`src/rtl/wh_sw_pkg.sv`:
```
package wh_sw_pkg;

    localparam int PAYLOAD_W = 8;

    typedef enum logic [1:0] {
        FK_IDLE = 2'b00,
        FK_HEAD = 2'b01,
        FK_BODY = 2'b10,
        FK_TAIL = 2'b11
    } flit_kind_e;

    typedef struct packed {
        flit_kind_e            kind;
        logic [PAYLOAD_W-1:0]  payload;
    } flit_t;

    localparam int FLIT_W = $bits(flit_t);

    // Body and tail flits ride on an existing reservation
    function automatic logic rides_path(input flit_kind_e k);
        return (k == FK_BODY) || (k == FK_TAIL);
    endfunction

endpackage

```
`src/rtl/wh_flit_fifo.sv`:
```
module wh_flit_fifo
    import wh_sw_pkg::*;
#(
    parameter int DEPTH = 4
) (
    input  logic  clk,
    input  logic  rst,
    input  logic  push_valid,
    input  flit_t push_flit,
    output logic  push_ready,
    output logic  head_valid,
    output flit_t head_flit,
    input  logic  pop
);
    localparam int AW = (DEPTH > 1) ? $clog2(DEPTH) : 1;
    localparam int CW = $clog2(DEPTH + 1);

    flit_t          slots [DEPTH];
    logic [AW-1:0]  wr_ptr, rd_ptr;
    logic [CW-1:0]  level;
    logic           do_push, do_pop;

    function automatic logic [AW-1:0] step(input logic [AW-1:0] p);
        return (p == AW'(DEPTH - 1)) ? '0 : p + 1'b1;
    endfunction

    always_comb begin
        push_ready = (level != CW'(DEPTH));
        // idle flits are taken but never stored
        do_push    = push_valid && push_ready && (push_flit.kind != FK_IDLE);
        head_valid = (level != '0);
        head_flit  = slots[rd_ptr];
        do_pop     = pop && head_valid;
    end

    always_ff @(posedge clk) begin
        if (do_push) slots[wr_ptr] <= push_flit;
    end

    always_ff @(posedge clk) begin
        if (rst) begin
            wr_ptr <= '0;
            rd_ptr <= '0;
            level  <= '0;
        end else begin
            if (do_push) wr_ptr <= step(wr_ptr);
            if (do_pop)  rd_ptr <= step(rd_ptr);
            level <= level + CW'(do_push) - CW'(do_pop);
        end
    end

    p_no_overflow_r6: assert property (@(posedge clk) disable iff (rst)
        level <= CW'(DEPTH))
        else $error("fifo level above depth");

    p_pop_has_data_r6: assert property (@(posedge clk) disable iff (rst)
        pop |-> head_valid)
        else $error("pop request on empty fifo");

endmodule

```
`src/rtl/wh_rr_arb.sv`:
```
module wh_rr_arb #(
    parameter int N = 4
) (
    input  logic                  clk,
    input  logic                  rst,
    input  logic [N-1:0]          req,
    input  logic                  advance,
    output logic [N-1:0]          gnt,
    output logic [$clog2(N)-1:0]  gnt_idx
);
    localparam int IW = $clog2(N);

    logic [IW-1:0] ptr;
    logic          found;

    always_comb begin
        int cand;
        gnt     = '0;
        gnt_idx = '0;
        found   = 1'b0;
        for (int k = 0; k < N; k++) begin
            cand = int'(ptr) + k;
            if (cand >= N) cand = cand - N;
            if (!found && req[cand]) begin
                found        = 1'b1;
                gnt[cand]    = 1'b1;
                gnt_idx      = IW'(cand);
            end
        end
    end

    always_ff @(posedge clk) begin
        if (rst) begin
            ptr <= '0;
        end else if (advance) begin
            ptr <= (gnt_idx == IW'(N - 1)) ? '0 : gnt_idx + 1'b1;
        end
    end

    p_grant_onehot_r5: assert property (@(posedge clk) disable iff (rst)
        $onehot0(gnt))
        else $error("more than one grant");

    p_grant_needs_req_r5: assert property (@(posedge clk) disable iff (rst)
        (gnt & ~req) == '0)
        else $error("grant without request");

endmodule

```
`src/rtl/wh_out_port.sv`:
```
module wh_out_port
    import wh_sw_pkg::*;
#(
    parameter int N       = 4,
    parameter int OUT_IDX = 0
) (
    input  logic              clk,
    input  logic              rst,
    input  logic [N-1:0]      head_valid,
    input  flit_t [N-1:0]     head_flit,
    input  logic              out_ready,
    output logic              out_valid,
    output flit_t             out_flit,
    output logic [N-1:0]      pop_mask
);
    localparam int IW = $clog2(N);

    logic           locked;
    logic [IW-1:0]  owner;
    logic [N-1:0]   req, gnt;
    logic [IW-1:0]  gnt_idx, sel;
    logic           xfer, advance;

    always_comb begin
        for (int i = 0; i < N; i++) begin
            req[i] = !locked && head_valid[i] &&
                     (head_flit[i].kind == FK_HEAD) &&
                     (head_flit[i].payload[IW-1:0] == IW'(OUT_IDX));
        end
    end

    wh_rr_arb #(.N(N)) u_arb (
        .clk     (clk),
        .rst     (rst),
        .req     (req),
        .advance (advance),
        .gnt     (gnt),
        .gnt_idx (gnt_idx)
    );

    always_comb begin
        sel       = locked ? owner : gnt_idx;
        out_flit  = head_flit[sel];
        out_valid = locked ? (head_valid[owner] && rides_path(head_flit[owner].kind))
                           : (|req);
        xfer      = out_valid && out_ready;
        advance   = xfer && !locked;
        pop_mask  = '0;
        if (xfer) pop_mask[sel] = 1'b1;
    end

    always_ff @(posedge clk) begin
        if (rst) begin
            locked <= 1'b0;
            owner  <= '0;
        end else if (advance) begin
            locked <= 1'b1;
            owner  <= sel;
        end else if (xfer && out_flit.kind == FK_TAIL) begin
            locked <= 1'b0;
        end
    end

    p_lock_holds_r3: assert property (@(posedge clk) disable iff (rst)
        locked && !(xfer && out_flit.kind == FK_TAIL) |=> locked && owner == $past(owner))
        else $error("reservation changed before tail");

    p_grant_is_header_r2: assert property (@(posedge clk) disable iff (rst)
        advance |-> out_flit.kind == FK_HEAD && gnt != '0)
        else $error("reservation opened by a non-header");

    p_hold_valid_r7: assert property (@(posedge clk) disable iff (rst)
        out_valid && !out_ready |=> out_valid)
        else $error("pending output flit dropped");

endmodule

```
`src/rtl/wh_switch.sv`:
```
module wh_switch
    import wh_sw_pkg::*;
#(
    parameter int NUM_PORTS  = 4,
    parameter int FIFO_DEPTH = 4
) (
    input  logic                           clk,
    input  logic                           rst,
    input  logic [NUM_PORTS-1:0]           in_valid,
    input  logic [NUM_PORTS*FLIT_W-1:0]    in_flit,
    output logic [NUM_PORTS-1:0]           in_ready,
    output logic [NUM_PORTS-1:0]           out_valid,
    output logic [NUM_PORTS*FLIT_W-1:0]    out_flit,
    input  logic [NUM_PORTS-1:0]           out_ready
);
    localparam int NP = NUM_PORTS;

    flit_t [NP-1:0]  head_flit;
    logic  [NP-1:0]  head_valid;
    logic  [NP-1:0]  pop;
    logic  [NP-1:0]  pop_by_out [NP];
    logic  [NP-1:0]  pop_col    [NP];
    flit_t           out_flit_s [NP];

    for (genvar i = 0; i < NP; i++) begin : g_in
        wh_flit_fifo #(.DEPTH(FIFO_DEPTH)) u_fifo (
            .clk        (clk),
            .rst        (rst),
            .push_valid (in_valid[i]),
            .push_flit  (flit_t'(in_flit[i*FLIT_W +: FLIT_W])),
            .push_ready (in_ready[i]),
            .head_valid (head_valid[i]),
            .head_flit  (head_flit[i]),
            .pop        (pop[i])
        );

        p_one_consumer_r3: assert property (@(posedge clk) disable iff (rst)
            $onehot0(pop_col[i]))
            else $error("input drained by two outputs");
    end

    for (genvar o = 0; o < NP; o++) begin : g_out
        wh_out_port #(.N(NP), .OUT_IDX(o)) u_port (
            .clk        (clk),
            .rst        (rst),
            .head_valid (head_valid),
            .head_flit  (head_flit),
            .out_ready  (out_ready[o]),
            .out_valid  (out_valid[o]),
            .out_flit   (out_flit_s[o]),
            .pop_mask   (pop_by_out[o])
        );
        assign out_flit[o*FLIT_W +: FLIT_W] = out_flit_s[o];
    end

    always_comb begin
        for (int i = 0; i < NP; i++) begin
            for (int o = 0; o < NP; o++) pop_col[i][o] = pop_by_out[o][i];
            pop[i] = |pop_col[i];
        end
    end

endmodule

```
`config.mk`:
```
export PLATFORM = sky130hd
export DESIGN_NAME = wh_switch
export DESIGN_NICKNAME = d
export VERILOG_FILES = /design/src/rtl/wh_sw_pkg.sv /design/src/rtl/wh_flit_fifo.sv /design/src/rtl/wh_rr_arb.sv /design/src/rtl/wh_out_port.sv /design/src/rtl/wh_switch.sv
export SDC_FILE = /design/constraint.sdc
export NUM_CORES = 1
export LEC_CHECK = 0
export ABC_CLOCK_PERIOD_IN_PS = 6300
export BUFFER_PORTS_ARGS = -buffer_cell sky130_fd_sc_hd__buf_2
export CELL_PAD_IN_SITES_DETAIL_PLACEMENT = 0
export CELL_PAD_IN_SITES_GLOBAL_PLACEMENT = 1
export CORE_ASPECT_RATIO = 0.75
export CORE_MARGIN = 10
export CORE_UTILIZATION = 45
export CTS_CLUSTER_DIAMETER = 50
export DETAILED_ROUTE_END_ITERATION = 8
export GPL_TIMING_DRIVEN = 0
export MAX_ROUTING_LAYER = met4
export PLACE_DENSITY = 0.85
export SLEW_MARGIN = 20
export SYNTH_ARGS = -nofsm -noshare
export SYNTH_HDL_FRONTEND = slang
export SYNTH_SLANG_ARGS = --single-unit
```
`constraint.sdc`:
```
create_clock -name clk -period 6.3 [get_ports clk]
set_clock_uncertainty 0.05 [all_clocks]
set_input_delay 0.315 -clock clk [delete_from_list [all_inputs] [get_ports clk]]
set_output_delay 0.315 -clock clk [all_outputs]
set_load 0.005 [all_outputs]
```
==> results.tsv <==
metric	value	unit
die_area	0.0313	mm2
avgSynthCellArea	12.6	um2
die_w	201	um
hold_depth	3	
ys_dominant_reg_cell	edfxtp_1	
yosysUniqueCellTypes	74	
cts.clk_slew.worst_paths	60	ps
timing_hold_violations_final	0	
h-tree-depth	1	
whs	137	ps
dr.pass1.iters	6	
clock-root-buffer	clkbuf_16	
place_area	0.0119	mm2
cts_tree	done	
cts_buffer_depth	3	
finalCriticalPeriod	5360	ps
grt_pass1_wl	46800	um
hold_path_startpoint	rst	
clk_latency	540	ps
antenna_found_initial	0	
status	completed	
synth_top_family_by_area	multiplexers	
drive_above_1_share	21.2	%
start_util	46.0	%
leakagePower	4.82	nW
wl_per_cell	21.9	um
synth_xor_area_share	0.872	%
pin_count	98	
postCtsSetupRepairBufs	0	
grt_pass1_vias	7862	
fin_crit_sh	85.1	%
ys_warn_count	0	
cp_data_arrival_time	4990	ps
final_cell_mix	edfxtp_1 (160), buf_2 (104), nor2_1 (63), nand2_1 (58), dfxtp_1 (56)	
crit_path_start_kind	flop	
port_buffers	97	
rows	49	
hp-class	input port to flop	
coreArea	0.0240	mm2
required	5930	ps
netlist_area	0.0110	mm2
drv_cap	0	
synth_fp_nets	962	
power.density	350	mW/mm2
drtIter0Drc	710	
viasPerCell	5.75	
cts_resized	0	
ys_ff_latch	216	
num_vias	8008	
synth_cells	880	
gp_congestion	0.965	
crit_fanout	10	
fin_area	0.0131	mm2
synth-simple-area-share	13.5	%
drv_slew	0	
slew-limit-headroom	27.9	%
critPathKind	flop to output pin	
antenna_cells	0	
r2r.worst_path.cells	15	
seq_area_frac_synth	53.7	%
layout_commonest_cell	edfxtp_1	
setup_viol	0	
hpwlAfterDp	22100	um
wl	30500	um
clock-sinks	216	
tightest_slew	1070	ps
max-vdd-ir-drop	0.000259	V
rsz0062_at_grt	false	
track_usage	19.6	%
grt_max_degree	15	
final.setup.tns	0	ps
synth_edf_count	160	
synth_adder_area_share	3.90	%
grt.overflow.total	0	
layout_setup_ws	941	ps
fmax	187	MHz
nNetsFinal	1125	
drc	0	
async_reset_ff_share	0	%
die_y	156	um
worstSetupEndpointType	output pin	
area_growth	19.0	%
synthMuxAreaShare	14.4	%
ant_nets	0	
cts_hold_buf	40	
preCtsSetupSlack	1070	ps
synth-compound-area-share	10.2	%
cts_made_buffers	24	
synthesized netlist by cell type (4+ instances only):
library cell	n	area, um2
nor4_1	4	25.0
fa_1	4	80.1
xnor2_1	7	61.3
a22oi_1	7	52.6
o21a_1	4	30.0
and2_1	27	169
mux2i_1	47	470
a222oi_1	8	80.1
nor2_1	63	236
nand4_1	6	37.5
nand2b_1	17	106
xor2_1	4	35.0
buf_4	9	67.6
nor3_1	25	125
or4_1	4	30.0
a31oi_1	6	37.5
o21ai_0	11	55.1
ha_1	28	350
edfxtp_1	160	4800
nand2_1	58	218
and3_1	11	68.8
a211oi_1	30	225
inv_1	38	143
mux4_2	46	1040
or3_1	11	68.8
clkbuf_1	23	86.3
a21oi_1	43	215
buf_2	7	35.0
dfxtp_1	56	1120
or2_2	7	43.8
buf_1	7	26.3
nand3_1	7	35.0
nor2b_1	28	175
metal layers:
metal,routed length [um],global-route usage [%],vias to the layer above
met3,2550,3.30,47
met4,769,5.22,0
li1,-,-,3685
met5,0,-,-
met1,13200,26.7,3916
met2,14000,29.9,360
through the flow:
| step | power [W] | utilization (%) | cells |
|---|---|---|---|
| after floorplan | 0.00265 | - | 880 |
| after global placement | 0.00321 | 49.7 | 1308 |
| after detailed placement | 0.00323 | 49.7 | 1308 |
| after CTS | 0.00461 | 54.7 | 1392 |
| after global routing | 0.00483 | 54.7 | 1392 |
| final | 0.00460 | 54.7 | 1392 |
worst paths after layout:
kind | slack (ps) | to
worst max register to register | 1020 | g_in[2].u_fifo.level[2]
worst min-delay path | 140 | flop
worst min register to register | 460 | g_in[1].u_fifo.rd_ptr[0]
worst max-delay path | 940 | out_flit[21]
registers in the layout (all words and copies together), names as in the netlist, named ones only:
signal                  cells
g_in.u_fifo.level          12
g_in.u_fifo.rd_ptr          8
g_in.u_fifo.slots         160
g_in.u_fifo.wr_ptr          8
g_out.u_port.locked         4
g_out.u_port.owner          8
g_out.u_port.u_arb.ptr      8
final cells by class:
| class | instances | area (um2) |
|---|---|---|
| plain buffers | 48 | 238 |
| clock buffers | 29 | 639 |
| clock inverters | 15 | 150 |
| fillers | 2042 | 10900 |
| inverters | 38 | 143 |
| multi-input cells | 578 | 4740 |
| flip-flops and latches | 216 | 5930 |
| well taps | 331 | 414 |
| repair buffers | 137 | 886 |
report_power, final:
group | leakage (nW) | internal, W | switching, W | total, W
Sequential | 1.92 | 0.00166 | 0.0000787 | 0.00174
Combinational | 2.52 | 0.000590 | 0.000907 | 0.00150
Clock | 0.377 | 0.000777 | 0.000586 | 0.00136
Total | 4.82 | 0.00303 | 0.00157 | 0.00460
worst max-delay path: stages, from the launching register on:
cell	delay (ps)
dfxtp_1	300
clkbuf_1	460
mux4_2	540
or3b_4	470
or3_4	420
a22oi_1	300
o211ai_4	160
nor2_1	600
buf_4	340
buf_2	270
a211oi_1	80
a31oi_1	310
buf_2	190
logic make-up after synthesis:
family | Yosys count
simple gates | 285
compound gates | 152
xor+xnor | 11
flops | 216
mux | 98
fa+ha+maj | 32
buf+inv | 86
(Power assumes the default switching activity.)
